`config.mk`:
```
export PLATFORM = sky130hd
export DESIGN_NAME = vtg_interlaced
export DESIGN_NICKNAME = d
export VERILOG_FILES = /design/src/rtl/vtg_pkg.sv /design/src/rtl/vtg_regs.sv /design/src/rtl/vtg_raster.sv /design/src/rtl/vtg_irq.sv /design/src/rtl/vtg_interlaced.sv
export SDC_FILE = /design/constraint.sdc
export NUM_CORES = 1
export LEC_CHECK = 0
export ABC_CLOCK_PERIOD_IN_PS = 9500
export BUFFER_PORTS_ARGS = -buffer_cell sky130_fd_sc_hd__buf_2
export CORE_ASPECT_RATIO = 1.2
export CORE_UTILIZATION = 35
export DETAILED_ROUTE_END_ITERATION = 8
export GPL_ROUTABILITY_DRIVEN = 0
export GPL_TIMING_DRIVEN = 0
export PLACE_DENSITY = 0.56
export SKIP_LAST_GASP = 1
export SLEW_MARGIN = 10
export SYNTH_ARGS = -nofsm -noshare
export SYNTH_HDL_FRONTEND = slang
export SYNTH_SLANG_ARGS = --single-unit
```
`constraint.sdc`:
```
create_clock -name clk -period 9.5 [get_ports clk]
set_clock_uncertainty 0.1 [all_clocks]
set_input_delay 1.9 -clock clk [delete_from_list [all_inputs] [get_ports clk]]
set_output_delay 1.9 -clock clk [all_outputs]
set_load 0.005 [all_outputs]
```
`src/rtl/vtg_pkg.sv`:
```
package vtg_pkg;
   localparam int REG_AW = 3;
   localparam int NEV    = 3;
   localparam int EV_VS  = 0;
   localparam int EV_FD  = 1;
   localparam int EV_FLD = 2;

   typedef enum logic [REG_AW-1:0] {
      RA_ACT  = 3'd0,
      RA_HMRG = 3'd1,
      RA_VMRG = 3'd2,
      RA_TOT  = 3'd3,
      RA_MODE = 3'd4,
      RA_CTRL = 3'd5,
      RA_IEN  = 3'd6,
      RA_ACK  = 3'd7
   } vtg_addr_e;

   typedef struct packed {
      logic [15:0] vact;
      logic [15:0] hact;
      logic [15:0] lmarg;
      logic [15:0] rmarg;
      logic [15:0] fmarg;
      logic [15:0] bmarg;
      logic [15:0] vtot;
      logic [15:0] htot;
      logic        ilace;
   } vtg_set_t;
endpackage

```
`src/rtl/vtg_regs.sv`:
```
module vtg_regs
   import vtg_pkg::*;
(
   input  logic            clk,
   input  logic            rst_n,
   input  logic            wr_en,
   input  logic [REG_AW-1:0] wr_addr,
   input  logic [31:0]     wr_data,
   input  logic            commit_i,
   output vtg_set_t        cm_o,
   output logic            sh_ilace_o,
   output logic            en_o,
   output logic [2:0]      inv_o,
   output logic [NEV-1:0]  ien_o,
   output logic [NEV-1:0]  ack_o
);
   vtg_set_t sh;

   always_ff @(posedge clk or negedge rst_n) begin
      if (!rst_n) begin
         sh    <= '0;
         en_o  <= 1'b0;
         inv_o <= '0;
         ien_o <= '0;
      end else if (wr_en) begin
         case (vtg_addr_e'(wr_addr))
            RA_ACT:  begin sh.vact  <= wr_data[31:16]; sh.hact  <= wr_data[15:0]; end
            RA_HMRG: begin sh.lmarg <= wr_data[31:16]; sh.rmarg <= wr_data[15:0]; end
            RA_VMRG: begin sh.fmarg <= wr_data[31:16]; sh.bmarg <= wr_data[15:0]; end
            RA_TOT:  begin sh.vtot  <= wr_data[31:16]; sh.htot  <= wr_data[15:0]; end
            RA_MODE: sh.ilace <= wr_data[0];
            RA_CTRL: begin en_o <= wr_data[0]; inv_o <= wr_data[3:1]; end
            RA_IEN:  ien_o <= wr_data[NEV-1:0];
            default: ;
         endcase
      end
   end

   // shadow set reaches the counters only at a frame boundary or while stopped
   always_ff @(posedge clk or negedge rst_n) begin
      if (!rst_n)                cm_o <= '0;
      else if (!en_o || commit_i) cm_o <= sh;
   end

   assign sh_ilace_o = sh.ilace;
   assign ack_o = (wr_en && vtg_addr_e'(wr_addr) == RA_ACK) ? wr_data[NEV-1:0] : '0;
endmodule

```
`src/rtl/vtg_raster.sv`:
```
module vtg_raster
   import vtg_pkg::*;
#(
   parameter int CW = 16
) (
   input  logic          clk,
   input  logic          rst_n,
   input  logic          en,
   input  vtg_set_t      cm,
   input  logic          sh_ilace,
   output logic [CW-1:0] h_o,
   output logic [CW-1:0] v_o,
   output logic          field_o,
   output logic          de_o,
   output logic          hs_o,
   output logic          vs_o,
   output logic          fd_o
);
   logic          odd;
   logic [CW-1:0] odd_w, hact, vact, htot, vtot_f, hs0, hs1, vs0, vs1, vpos;
   logic          line_end, vs_after, vs_before;

   assign odd   = cm.ilace && !field_o;
   assign odd_w = {{(CW-1){1'b0}}, odd};

   // odd-field set is derived from the programmed even-field values
   always_comb begin
      hact   = cm.hact[CW-1:0];
      vact   = cm.vact[CW-1:0];
      htot   = cm.htot[CW-1:0];
      vtot_f = cm.vtot[CW-1:0] + odd_w;
      hs0    = hact + cm.rmarg[CW-1:0];
      hs1    = htot - cm.lmarg[CW-1:0];
      vs0    = vact + cm.bmarg[CW-1:0] + odd_w;
      vs1    = vtot_f - cm.fmarg[CW-1:0];
      vpos   = odd ? (hs0 - (htot >> 1)) : hs0;
   end

   assign line_end  = (h_o == htot - 1'b1);
   assign fd_o      = en && line_end && (v_o == vact - 1'b1);
   assign de_o      = en && (h_o < hact) && (v_o < vact);
   assign hs_o      = en && (h_o >= hs0) && (h_o < hs1);
   assign vs_after  = (v_o > vs0) || ((v_o == vs0) && (h_o >= vpos));
   assign vs_before = (v_o < vs1) || ((v_o == vs1) && (h_o < vpos));
   assign vs_o      = en && vs_after && vs_before;

   always_ff @(posedge clk or negedge rst_n) begin
      if (!rst_n) begin
         h_o     <= '0;
         v_o     <= '0;
         field_o <= 1'b1;
      end else if (!en) begin
         h_o     <= '0;
         v_o     <= '0;
         field_o <= !cm.ilace;
      end else begin
         if (line_end) begin
            h_o <= '0;
            v_o <= (v_o == vtot_f - 1'b1) ? '0 : v_o + 1'b1;
         end else begin
            h_o <= h_o + 1'b1;
         end
         if (fd_o) field_o <= sh_ilace ? !field_o : 1'b1;
      end
   end
endmodule

```
`src/rtl/vtg_irq.sv`:
```
module vtg_irq
   import vtg_pkg::*;
(
   input  logic           clk,
   input  logic           rst_n,
   input  logic           vs_raw,
   input  logic           fd,
   input  logic           fld,
   input  logic [NEV-1:0] ack,
   input  logic [NEV-1:0] ien,
   output logic [NEV-1:0] stat_o,
   output logic           irq_o
);
   logic           vs_q;
   logic [NEV-1:0] set_v;

   always_comb begin
      set_v         = '0;
      set_v[EV_VS]  = vs_raw && !vs_q;
      set_v[EV_FD]  = fd;
      set_v[EV_FLD] = fld;
   end

   always_ff @(posedge clk or negedge rst_n) begin
      if (!rst_n) begin
         vs_q   <= 1'b0;
         stat_o <= '0;
      end else begin
         vs_q   <= vs_raw;
         stat_o <= (stat_o & ~ack) | set_v;
      end
   end

   assign irq_o = |(stat_o & ien);
endmodule

```
`src/rtl/vtg_interlaced.sv`:
```
module vtg_interlaced
   import vtg_pkg::*;
#(
   parameter int CW = 16
) (
   input  logic          clk,
   input  logic          rst_n,
   input  logic          wr_en,
   input  logic [2:0]    wr_addr,
   input  logic [31:0]   wr_data,
   output logic          de_o,
   output logic          hsync_o,
   output logic          vsync_o,
   output logic          csync_o,
   output logic [CW-1:0] h_cnt_o,
   output logic [CW-1:0] v_cnt_o,
   output logic          field_o,
   output logic [2:0]    irq_status_o,
   output logic          irq_o
);
   localparam int NSYNC = 3;

   if (CW < 4 || CW > 16) begin : g_cw_bad
      $error("vtg_interlaced: CW must be within 4..16");
   end
   if (NEV != 3) begin : g_nev_bad
      $error("vtg_interlaced: event count mismatch");
   end

   vtg_set_t       cm_set;
   logic           sh_ilace, ctrl_en, fd, hs_raw, vs_raw, cm_il_w;
   logic [2:0]     inv;
   logic [NEV-1:0] ien, ack;
   logic [NSYNC-1:0] raw_sync, out_sync;

   vtg_regs u_regs (
      .clk(clk), .rst_n(rst_n), .wr_en(wr_en), .wr_addr(wr_addr), .wr_data(wr_data),
      .commit_i(fd), .cm_o(cm_set), .sh_ilace_o(sh_ilace), .en_o(ctrl_en),
      .inv_o(inv), .ien_o(ien), .ack_o(ack)
   );

   vtg_raster #(.CW(CW)) u_raster (
      .clk(clk), .rst_n(rst_n), .en(ctrl_en), .cm(cm_set), .sh_ilace(sh_ilace),
      .h_o(h_cnt_o), .v_o(v_cnt_o), .field_o(field_o), .de_o(de_o),
      .hs_o(hs_raw), .vs_o(vs_raw), .fd_o(fd)
   );

   vtg_irq u_irq (
      .clk(clk), .rst_n(rst_n), .vs_raw(vs_raw), .fd(fd), .fld(fd && cm_set.ilace),
      .ack(ack), .ien(ien), .stat_o(irq_status_o), .irq_o(irq_o)
   );

   assign cm_il_w  = cm_set.ilace;
   assign raw_sync = {hs_raw | vs_raw, vs_raw, hs_raw};

   for (genvar i = 0; i < NSYNC; i++) begin : g_pol
      assign out_sync[i] = raw_sync[i] ^ inv[i];
   end

   assign hsync_o = out_sync[0];
   assign vsync_o = out_sync[1];
   assign csync_o = out_sync[2];
endmodule

```
==> results of run 1 <==
-- synth_stat cells, types with 49 or more instances --
| master | number | area [um2] |
|---|---|---|
| a21oi_1 | 73 | 365 |
| mux2_4 | 110 | 1650 |
| inv_1 | 137 | 514 |
| xor2_1 | 57 | 499 |
| nor3_1 | 49 | 245 |
| mux2_2 | 157 | 1770 |
| a21o_1 | 50 | 375 |
| ha_1 | 191 | 2390 |
| dfrtp_1 | 301 | 7530 |
| nand2_1 | 87 | 327 |
| nor2_1 | 101 | 379 |
| xnor2_1 | 100 | 876 |
| o21ai_0 | 54 | 270 |
-- power by group through the flow --
| stage | Clock (mW) | Combinational (mW) | Sequential [mW] |
|---|---|---|---|
| final | 1.42 | 4.48 | 2.03 |
| after global routing | 1.50 | 5.00 | 2.09 |
| after CTS | 1.45 | 4.47 | 2.04 |
| after detailed placement | 0 | 4.44 | 2.06 |
| after global placement | 0 | 4.27 | 2.04 |
| after floorplan | 0 | 3.52 | 1.89 |
-- per-stage QoR --
step,power (mW),instances,cell area [um2],hold WS (ns)
2_1_floorplan,5.41,1894,20300,0.310
3_3_place_gp,6.31,2707,21600,0.317
3_5_place_dp,6.49,2709,21700,0.348
4_1_cts,7.96,2770,22900,0.357
5_1_grt,8.59,2770,22900,0.384
6_report,7.94,2771,22900,0.347
-- metal layers --
layer,part of all wire,GRT usage
met1,0.42,0.239
met2,0.50,0.351
met3,0.042,0.0275
met4,0.036,0.0841
met5,0,0
-- how the worst max path moves through the flow --
stage                     slack [ns]      end  cells past startpoint             start
after floorplan                 2.22  csync_o                     27  u_raster.field_o
after global placement         -0.08  csync_o                     28  u_raster.field_o
after detailed placement       -0.11  csync_o                     28  u_raster.field_o
after CTS                       0.18  csync_o                     27  u_raster.field_o
after global routing            0.07  csync_o                     27   u_regs.cm_o[97]
final                           0.39  csync_o                     27   u_regs.cm_o[97]
-- kinds of logic after synthesis --
| kind of cell | count (synthesis) | share of synthesized area |
|---|---|---|
| muxes | 275 | 0.172 |
| xor gates and xnor gates | 158 | 0.0685 |
| DFF | 302 | 0.372 |
| and+or+nand+nor | 447 | 0.117 |
| AOI/OAI and AO/OA | 316 | 0.103 |
| buffers and inverters | 199 | 0.0432 |
| adders and majority gates | 197 | 0.124 |
-- layout make-up --
cell class              count  share of cell area
clock inverters            17             0.00939
well taps                 735              0.0401
plain buffers              59              0.0153
multi-input cells        1393               0.520
repair buffers             80              0.0199
flip-flops and latches    302               0.330
clock buffers              45              0.0430
diodes                      1            0.000109
inverters                 139              0.0229
-- placed cells by master, fill, tap and decap left out, types with 21 or more instances in the layout --
master / instances
a21o_1: 50
a21oi_1: 73
and3_1: 22
buf_2: 85
clkbuf_1: 34
clkbuf_16: 36
dfrtp_1: 301
ha_1: 191
inv_1: 137
mux2_2: 157
mux2_4: 110
nand2_1: 87
nand2b_1: 21
nand3_1: 46
nand4_1: 28
nor2_1: 101
nor3_1: 48
o21ai_0: 54
xnor2_1: 100
xor2_1: 57
-- sequential cells by signal (all words and copies together) (netlist names), 3 cells and up --
signal / count
u_regs.cm_o: 129
u_regs.sh: 128
u_raster.h_o: 16
u_raster.v_o: 16
u_irq.stat_o: 3
u_regs.ien_o: 3
u_regs.inv_o: 3
==> results.sh, run 1 <==
export IMPL_critPathRequiredTime_ns=7.50
export IMPL_die_area_um2=59000
export IMPL_nFillCells=5546
export IMPL_holdPathEnd="u_irq.stat_o[0]"
export IMPL_syn2layout_area_growth_pct=12.9
export IMPL_syn_inst=1894
export IMPL_p_int_mw=4.58
export IMPL_clkPwrFrac=0.179
export IMPL_grt_pass1_vias=15053
export IMPL_finalCriticalPeriod_ns=9.11
export IMPL_grt_overflow_total=0
export IMPL_worst_path_max_fanout=5
export IMPL_hold_viol=0
export IMPL_seq_power_share=0.256
export IMPL_outcome="completed"
export IMPL_yosysWarnings=0
export IMPL_reg2reg_depth=27
export IMPL_leakagePower_nw=10.9
export IMPL_dp_slack_ns=-0.111
export IMPL_synth_seq_cells=302
export IMPL_crit_path_top_delay_cell="dfrtp_1"
export IMPL_maxSlewViolCount=0
export IMPL_path_common_cell="ha_1"
export IMPL_p_per_area_nw_per_um2=346
export IMPL_cap_violations=0
export IMPL_worst_r2r_setup_slack_ns=3.05
export IMPL_final_seq_area_um2=7560
export IMPL_fin_util=0.400
export IMPL_slowest_delay_ns=0.41
export IMPL_pin_count=79
export IMPL_period_share=0.958
export IMPL_cts_root_buf="clkbuf_16"
export IMPL_clock_path_buffers=3
export IMPL_clock_sinks=302
export IMPL_port_buffers=78
export IMPL_dr_first_iter_drc_count=848
export IMPL_tns_ns=0
export IMPL_cts_tree="yes"
export IMPL_yosysSeqAreaShare=0.372
export IMPL_postCtsSetupBuffers=0
export IMPL_start_util=0.354
export IMPL_grt_usage=0.198
export IMPL_arrival_ns=7.11
export IMPL_grt_first_pass_wirelength_um=89700
export IMPL_whs_path_depth=1
export IMPL_hp_start="u_irq.vs_q"
export IMPL_sw_frac_of_total=0.423
export IMPL_syn_cell_area_um2=20300
export IMPL_hold_class="register to register"
export IMPL_synth_cell_type_count=85
export IMPL_critPathKind="register to output port"
export IMPL_final_setup_viol_count=0
export IMPL_path_buf_inv=1
export IMPL_routed_wl_um=57500
export IMPL_worst_slack_ns=0.395
export IMPL_die_h_um=266
export IMPL_antenna_found_initial=1
export IMPL_dp_hpwl_um=44400
export IMPL_reg2reg_from="u_regs.cm_o[97]"
export IMPL_dr_total_vias=14750
export IMPL_net_switching_power_mw=3.36
export IMPL_synth_avg_cell_area_um2=10.7
export IMPL_r2r_end="u_irq.stat_o[0]"
export IMPL_drive_gt1_frac=0.229
export IMPL_dieWidth_um=222
export IMPL_rsz0062_at_grt="no"
export IMPL_drcViolationCount=0
export IMPL_cts_resized_gates=4
export IMPL_power_ir_vdd_worst_mv=0.140
export IMPL_rows=96
export IMPL_grt_max_degree=112
export IMPL_critPathLaunchType="register"
export IMPL_coreArea_um2=57300
export IMPL_fin_nets=2246
export IMPL_synthFlopType="dfrtp_1"
export IMPL_cts_buffers_inserted=36
export IMPL_multiInputGateArea_um2=11900
export IMPL_syn_num_nets=2129
export IMPL_fmax_ghz=0.110
export IMPL_ys_async_sr_fraction=1.00
export IMPL_clkTransAtPathRegs_ns=0.06
export IMPL_end_kind="output port"
export IMPL_slew_headroom=0.265
export IMPL_ant_nets=0
export IMPL_drt_pass1_iter_count=7
export IMPL_wl_per_cell_um=20.7
export IMPL_tightestPinTransition_ns=1.10
export IMPL_clock_latency_ns=0.59
export IMPL_comb_power_share=0.565
export IMPL_synth_edf_count=0
export IMPL_viasPerCell=5.32
export IMPL_cts_hold_fix_buffers=0
export IMPL_crit_family="compound AO/OA/AOI/OAI gates"
export IMPL_htree_num_levels=2
(Power assumes the default switching activity.)
==> run 2, diff against run 1 <==
CORE_UTILIZATION = 55   (was 35)
PLACE_DENSITY = 0.78   (was 0.56)
==> run 2 against run 1 <==
  * Register-to-register slack worse by 0.02 ns
  * Total power about the same
  * Non-clock buffer count up 3
  * Clock-buffer cell count down 3
  * Sequential share of layout area up 0.54 points
  * Flip-flop and latch count unchanged
  * Hold slack better by 0.026 ns
  * Routed wire length down 5.7%
  * Sequential power about the same
  * Core utilization up 22 points
  * First-iteration DRC count up 31%
  * Critical path type unchanged
  * Largest cell class unchanged
==> results.sh, run 2 (synthesis results as in run 1) <==
export IMPL_outcome="completed"
export IMPL_clkTransAtPathRegs_ns=0.06
export IMPL_hold_class="register to register"
export IMPL_clock_path_buffers=3
export IMPL_syn2layout_area_growth_pct=11.1
export IMPL_drt_pass1_iter_count=7
export IMPL_worst_path_max_fanout=4
export IMPL_end_kind="output port"
export IMPL_wl_met1_um=21200
export IMPL_arrival_ns=7.12
export IMPL_rsz0062_at_grt="no"
export IMPL_die_area_um2=37700
export IMPL_port_buffers=78
export IMPL_p_per_area_nw_per_um2=352
export IMPL_dr_first_iter_drc_count=1110
export IMPL_critPathLaunchType="register"
export IMPL_critPathRequiredTime_ns=7.50
export IMPL_drive_gt1_frac=0.225
export IMPL_timing_hold_ws_ns=0.373
export IMPL_start_util=0.562
export IMPL_drcViolationCount=0
export IMPL_power_ir_vdd_worst_mv=0.243
export IMPL_dp_slack_ns=-0.0483
export IMPL_grt_pass1_vias=15374
export IMPL_tns_ns=0
export IMPL_final_cell_mix="dfrtp_1, ha_1, mux2_2"
export IMPL_cts_buffers_inserted=31
export IMPL_htree_num_levels=1
export IMPL_dieWidth_um=177
export IMPL_grt_max_degree=122
export IMPL_met3_length_um=2980
export IMPL_tightestPinTransition_ns=1.20
export IMPL_grt_usage=0.293
export IMPL_largest_reg_flops=129
export IMPL_slowest_delay_ns=0.53
export IMPL_wl_per_cell_um=21.7
export IMPL_worst_slack_ns=0.379
export IMPL_slew_headroom=0.198
export IMPL_cts_tree="yes"
export IMPL_pin_count=79
export IMPL_cap_violations=0
export IMPL_fin_nets=2244
export IMPL_grt_first_pass_wirelength_um=84700
export IMPL_period_share=0.960
export IMPL_maxSlewViolCount=0
export IMPL_coreArea_um2=36100
export IMPL_final_setup_viol_count=0
export IMPL_dr_wl_met2_um=26700
export IMPL_dr_total_vias=15204
export IMPL_clock_latency_ns=0.59
export IMPL_rows=76
export IMPL_layout_cells_most_common="dfrtp_1"
export IMPL_routed_wl_um=54200
export IMPL_hold_viol=0
export IMPL_antennaDiodeCount=0
export IMPL_leakagePower_nw=10.9
export IMPL_multiInputGateArea_um2=11900
export IMPL_die_h_um=213
export IMPL_antenna_found_initial=0
export IMPL_clock_sinks=302
export IMPL_fmax_ghz=0.110
export IMPL_regMostFlops="u_regs.cm_o"
export IMPL_grt_overflow_total=0
export IMPL_p_total_mw=7.93
export IMPL_crit_path_top_delay_cell="a21boi_0"
export IMPL_dp_hpwl_um=40900
export IMPL_top_regs="u_regs.cm_o: 129 flops, u_regs.sh: 128 flops"
export IMPL_finalCriticalPeriod_ns=9.12
export IMPL_final_seq_area_um2=7560
export IMPL_nFillCells=2869
export IMPL_viasPerCell=6.08
export IMPL_cts_root_buf="clkbuf_16"
export IMPL_dr_max_layer_used="met4"
export IMPL_critPathKind="register to output port"
export IMPL_fin_util=0.624
export IMPL_ant_nets=0
run 2: what timing repair did:
action / CTS / global route
gates resized for setup: 3 / 2
endpoints found under the setup margin: 2 / 2
buffers inserted: 0 / 2
pin swaps: 0 / 1
hold buffers: 0 / 0
run 2: path summary, 6_finish.rpt:
kind	end	from	slack [ns]	depth (start not counted)
setup / recovery	csync_o	u_regs.cm_o[97]	0.38	25
hold / removal	u_irq.stat_o[0]	u_irq.vs_q	0.37	1
setup reg to reg	u_irq.stat_o[0]	u_regs.cm_o[97]	3.03	26
hold reg to reg	u_irq.stat_o[0]	u_irq.vs_q	0.37	1
max in group asynchronous	u_regs.sh[50]	rst_n	7.07	2
min in group asynchronous	u_regs.cm_o[98]	rst_n	1.20	1
run 2: layer usage:
| metal | up-vias | GRT usage |
|---|---|---|
| li1 | 6985 | - |
| met3 | 162 | 0.0393 |
| met1 | 7567 | 0.344 |
| met5 | - | 0 |
| met4 | 0 | 0.177 |
| met2 | 490 | 0.508 |
run 2: worst max-delay path: cells and delay by family, from the launching register on:
| family | cells | cell delay (ns) |
|---|---|---|
| flip-flops | 1 | 0.41 |
| AND/OR/NAND/NOR | 5 | 0.81 |
| buffers and inverters | 1 | 0.13 |
| adder cells (fa/ha/maj) | 4 | 1.34 |
| XOR/XNOR | 2 | 0.26 |
| AO/OA/AOI/OAI | 13 | 3.59 |
run 2: final cells by class:
cell class | count | share of cell area
buffer | 60 | 0.0158
timing repair buffer | 82 | 0.0209
clock buffer | 42 | 0.0389
tap | 468 | 0.0260
clock inverter | 13 | 0.0127
multi-input combinational | 1393 | 0.528
sequential | 302 | 0.335
inverter | 139 | 0.0231
run 2: power by group:
| group | switching, mW | internal [mW] |
|---|---|---|
| registers | 0.398 | 1.65 |
| logic | 2.40 | 2.11 |
| clock network | 0.521 | 0.863 |
| total | 3.32 | 4.62 |
run 2: per-stage QoR:
step	cells	cell area [um2]
CTS	2497	22500
global route	2499	22600
finish	2499	22600
detailed placement	2442	21400
floorplan	1894	20300
global placement	2440	21300
==> run 3, diff against run 2 <==
ABC_CLOCK_PERIOD_IN_PS = 10400   (was 9500)
clock period = 10.4 ns   (was 9.5 ns; I/O delays follow)
==> run 3 against run 2 <==
  * Global-route usage about the same
  * Sequential power decreased by 8%
  * Flip-flop and latch count unchanged
  * Clock-buffer cell count unchanged
  * Via count increased by 0.28%
  * Critical path depth increased by 3
  * First-iteration DRC count increased by 1.5%
==> results.sh, run 3 (synthesis results as in run 1) <==
export IMPL_drive_gt1_frac=0.223
export IMPL_leakagePower_nw=10.8
export IMPL_grt_max_degree=122
export IMPL_tns_ns=0
export IMPL_p_int_mw=4.21
export IMPL_worst_path_max_fanout=11
export IMPL_grt_pass1_vias=15352
export IMPL_dpl_cell_area_um2=21400
export IMPL_dieWidth_um=177
export IMPL_viasPerCell=6.11
export IMPL_antennaDiodeCount=0
export IMPL_dp_hpwl_um=40900
export IMPL_cap_violations=0
export IMPL_htree_num_levels=1
export IMPL_dr_total_vias=15246
export IMPL_cts_root_buf="clkbuf_16"
export IMPL_clkPwrFrac=0.174
export IMPL_nFillCells=2871
export IMPL_grt_first_pass_wirelength_um=84800
export IMPL_postCtsSetupBuffers=0
export IMPL_fmax_ghz=0.101
export IMPL_drcViolationCount=0
export IMPL_ant_nets=0
export IMPL_clock_path_buffers=3
export IMPL_start_util=0.562
export IMPL_timing_hold_ws_ns=0.372
export IMPL_cts_resized_gates=0
export IMPL_rows=76
export IMPL_end_kind="output port"
export IMPL_fin_nets=2242
export IMPL_maxSlewViolCount=0
export IMPL_cts_hold_fix_buffers=0
export IMPL_cts_tree="yes"
export IMPL_cts_buffers_inserted=31
export IMPL_critPathKind="register to output port"
export IMPL_arrival_ns=7.69
export IMPL_critPathRequiredTime_ns=8.22
export IMPL_critPathLaunchType="register"
export IMPL_wl_per_cell_um=21.8
export IMPL_routed_wl_um=54400
export IMPL_grt_usage=0.294
export IMPL_slew_headroom=0.152
export IMPL_period_share=0.950
export IMPL_comb_power_share=0.568
export IMPL_top_regs="u_regs.cm_o: 129 flops, u_regs.sh: 128 flops"
export IMPL_power_ir_vdd_worst_mv=0.222
export IMPL_clkTransAtPathRegs_ns=0.06
export IMPL_port_buffers=78
export IMPL_dp_cells=2442
export IMPL_net_switching_power_mw=3.04
export IMPL_final_setup_viol_count=0
export IMPL_clock_sinks=302
export IMPL_p_per_area_nw_per_um2=322
export IMPL_clock_latency_ns=0.59
export IMPL_outcome="completed"
export IMPL_finalCriticalPeriod_ns=9.87
export IMPL_stdcell_count=2497
export IMPL_layout_cells_most_common="dfrtp_1"
export IMPL_hp_start="u_irq.vs_q"
export IMPL_die_area_um2=37700
export IMPL_dr_first_iter_drc_count=1127
export IMPL_slowest_delay_ns=0.56
export IMPL_hold_viol=0
export IMPL_grt_overflow_total=0
export IMPL_sw_frac_of_total=0.419
export IMPL_final_cell_mix="dfrtp_1, ha_1, mux2_2"
export IMPL_drt_pass1_iter_count=5
export IMPL_die_h_um=213
export IMPL_hold_class="register to register"
export IMPL_rsz0062_at_grt="no"
export IMPL_reg2reg_from="u_raster.field_o"
export IMPL_syn2layout_area_growth_pct=10.9
export IMPL_antenna_found_initial=0
export IMPL_stdcell_area_um2=22500
export IMPL_crit_path_top_delay_cell="dfstp_2"
export IMPL_critical_path_startpoint="u_raster.field_o"
export IMPL_largest_reg_flops=129
export IMPL_coreArea_um2=36100
export IMPL_regMostFlops="u_regs.cm_o"
export IMPL_path_common_cell="ha_1"
export IMPL_tightestPinTransition_ns=1.27
export IMPL_pin_count=79
export IMPL_seq_power_share=0.258
[run 3: worst max-delay path, delay by kind of cell, from the launching register on]
kind                       cells  cell delay (ns)
AOI/OAI and AO/OA             11             2.70
adders and majority gates      4             1.17
buffers and inverters          4             1.14
and+or+nand+nor                6             0.91
DFF                            1             0.56
xor gates and xnor gates       2             0.47
muxes                          1             0.15
[run 3: routing by layer]
layer | GRT usage | vias to the layer above | part of all wire
met2 | 0.509 | 544 | 0.49
met4 | 0.174 | 0 | 0.061
met5 | 0 | - | 0
li1 | - | 6983 | -
met3 | 0.0395 | 169 | 0.055
met1 | 0.346 | 7550 | 0.39
[run 3: power groups by stage]
stage | Sequential [mW] | Clock, mW | Combinational (mW)
after CTS | 1.86 | 1.28 | 4.06
after floorplan | 1.73 | 0 | 3.22
after global routing | 1.90 | 1.33 | 4.54
after global placement | 1.85 | 0 | 3.84
final | 1.87 | 1.26 | 4.12
after detailed placement | 1.87 | 0 | 4.03
[run 3: final timing paths]
path	end	slack (ns)	cells after the start
worst max register to register	u_irq.stat_o[0]	3.39	27
worst min-delay path	u_irq.stat_o[0]	0.37	1
min in group asynchronous	u_regs.cm_o[98]	1.38	1
worst min register to register	u_irq.stat_o[0]	0.37	1
max in group asynchronous	u_regs.sh[50]	7.77	2
worst max-delay path	csync_o	0.53	28
[run 3: area by class of cell]
| type | instances | area (um2) | area share |
|---|---|---|---|
| clock inverters | 13 | 287 | 0.0127 |
| repair buffers | 80 | 455 | 0.0202 |
| plain buffers | 60 | 355 | 0.0158 |
| flip-flops and latches | 302 | 7560 | 0.336 |
| inverters | 139 | 522 | 0.0232 |
| clock buffers | 42 | 877 | 0.0389 |
| multi-input cells | 1393 | 11900 | 0.528 |
| well taps | 468 | 586 | 0.0260 |
[run 3: through the flow]
step	worst slack, ns	utilization	total power, mW
6_report	0.525	0.623	7.25
5_1_grt	0.0172	0.623	7.77
4_1_cts	0.0196	0.623	7.21
3_5_place_dp	0.672	0.591	5.90
3_3_place_gp	0.770	0.589	5.69
2_1_floorplan	2.94	-	4.95
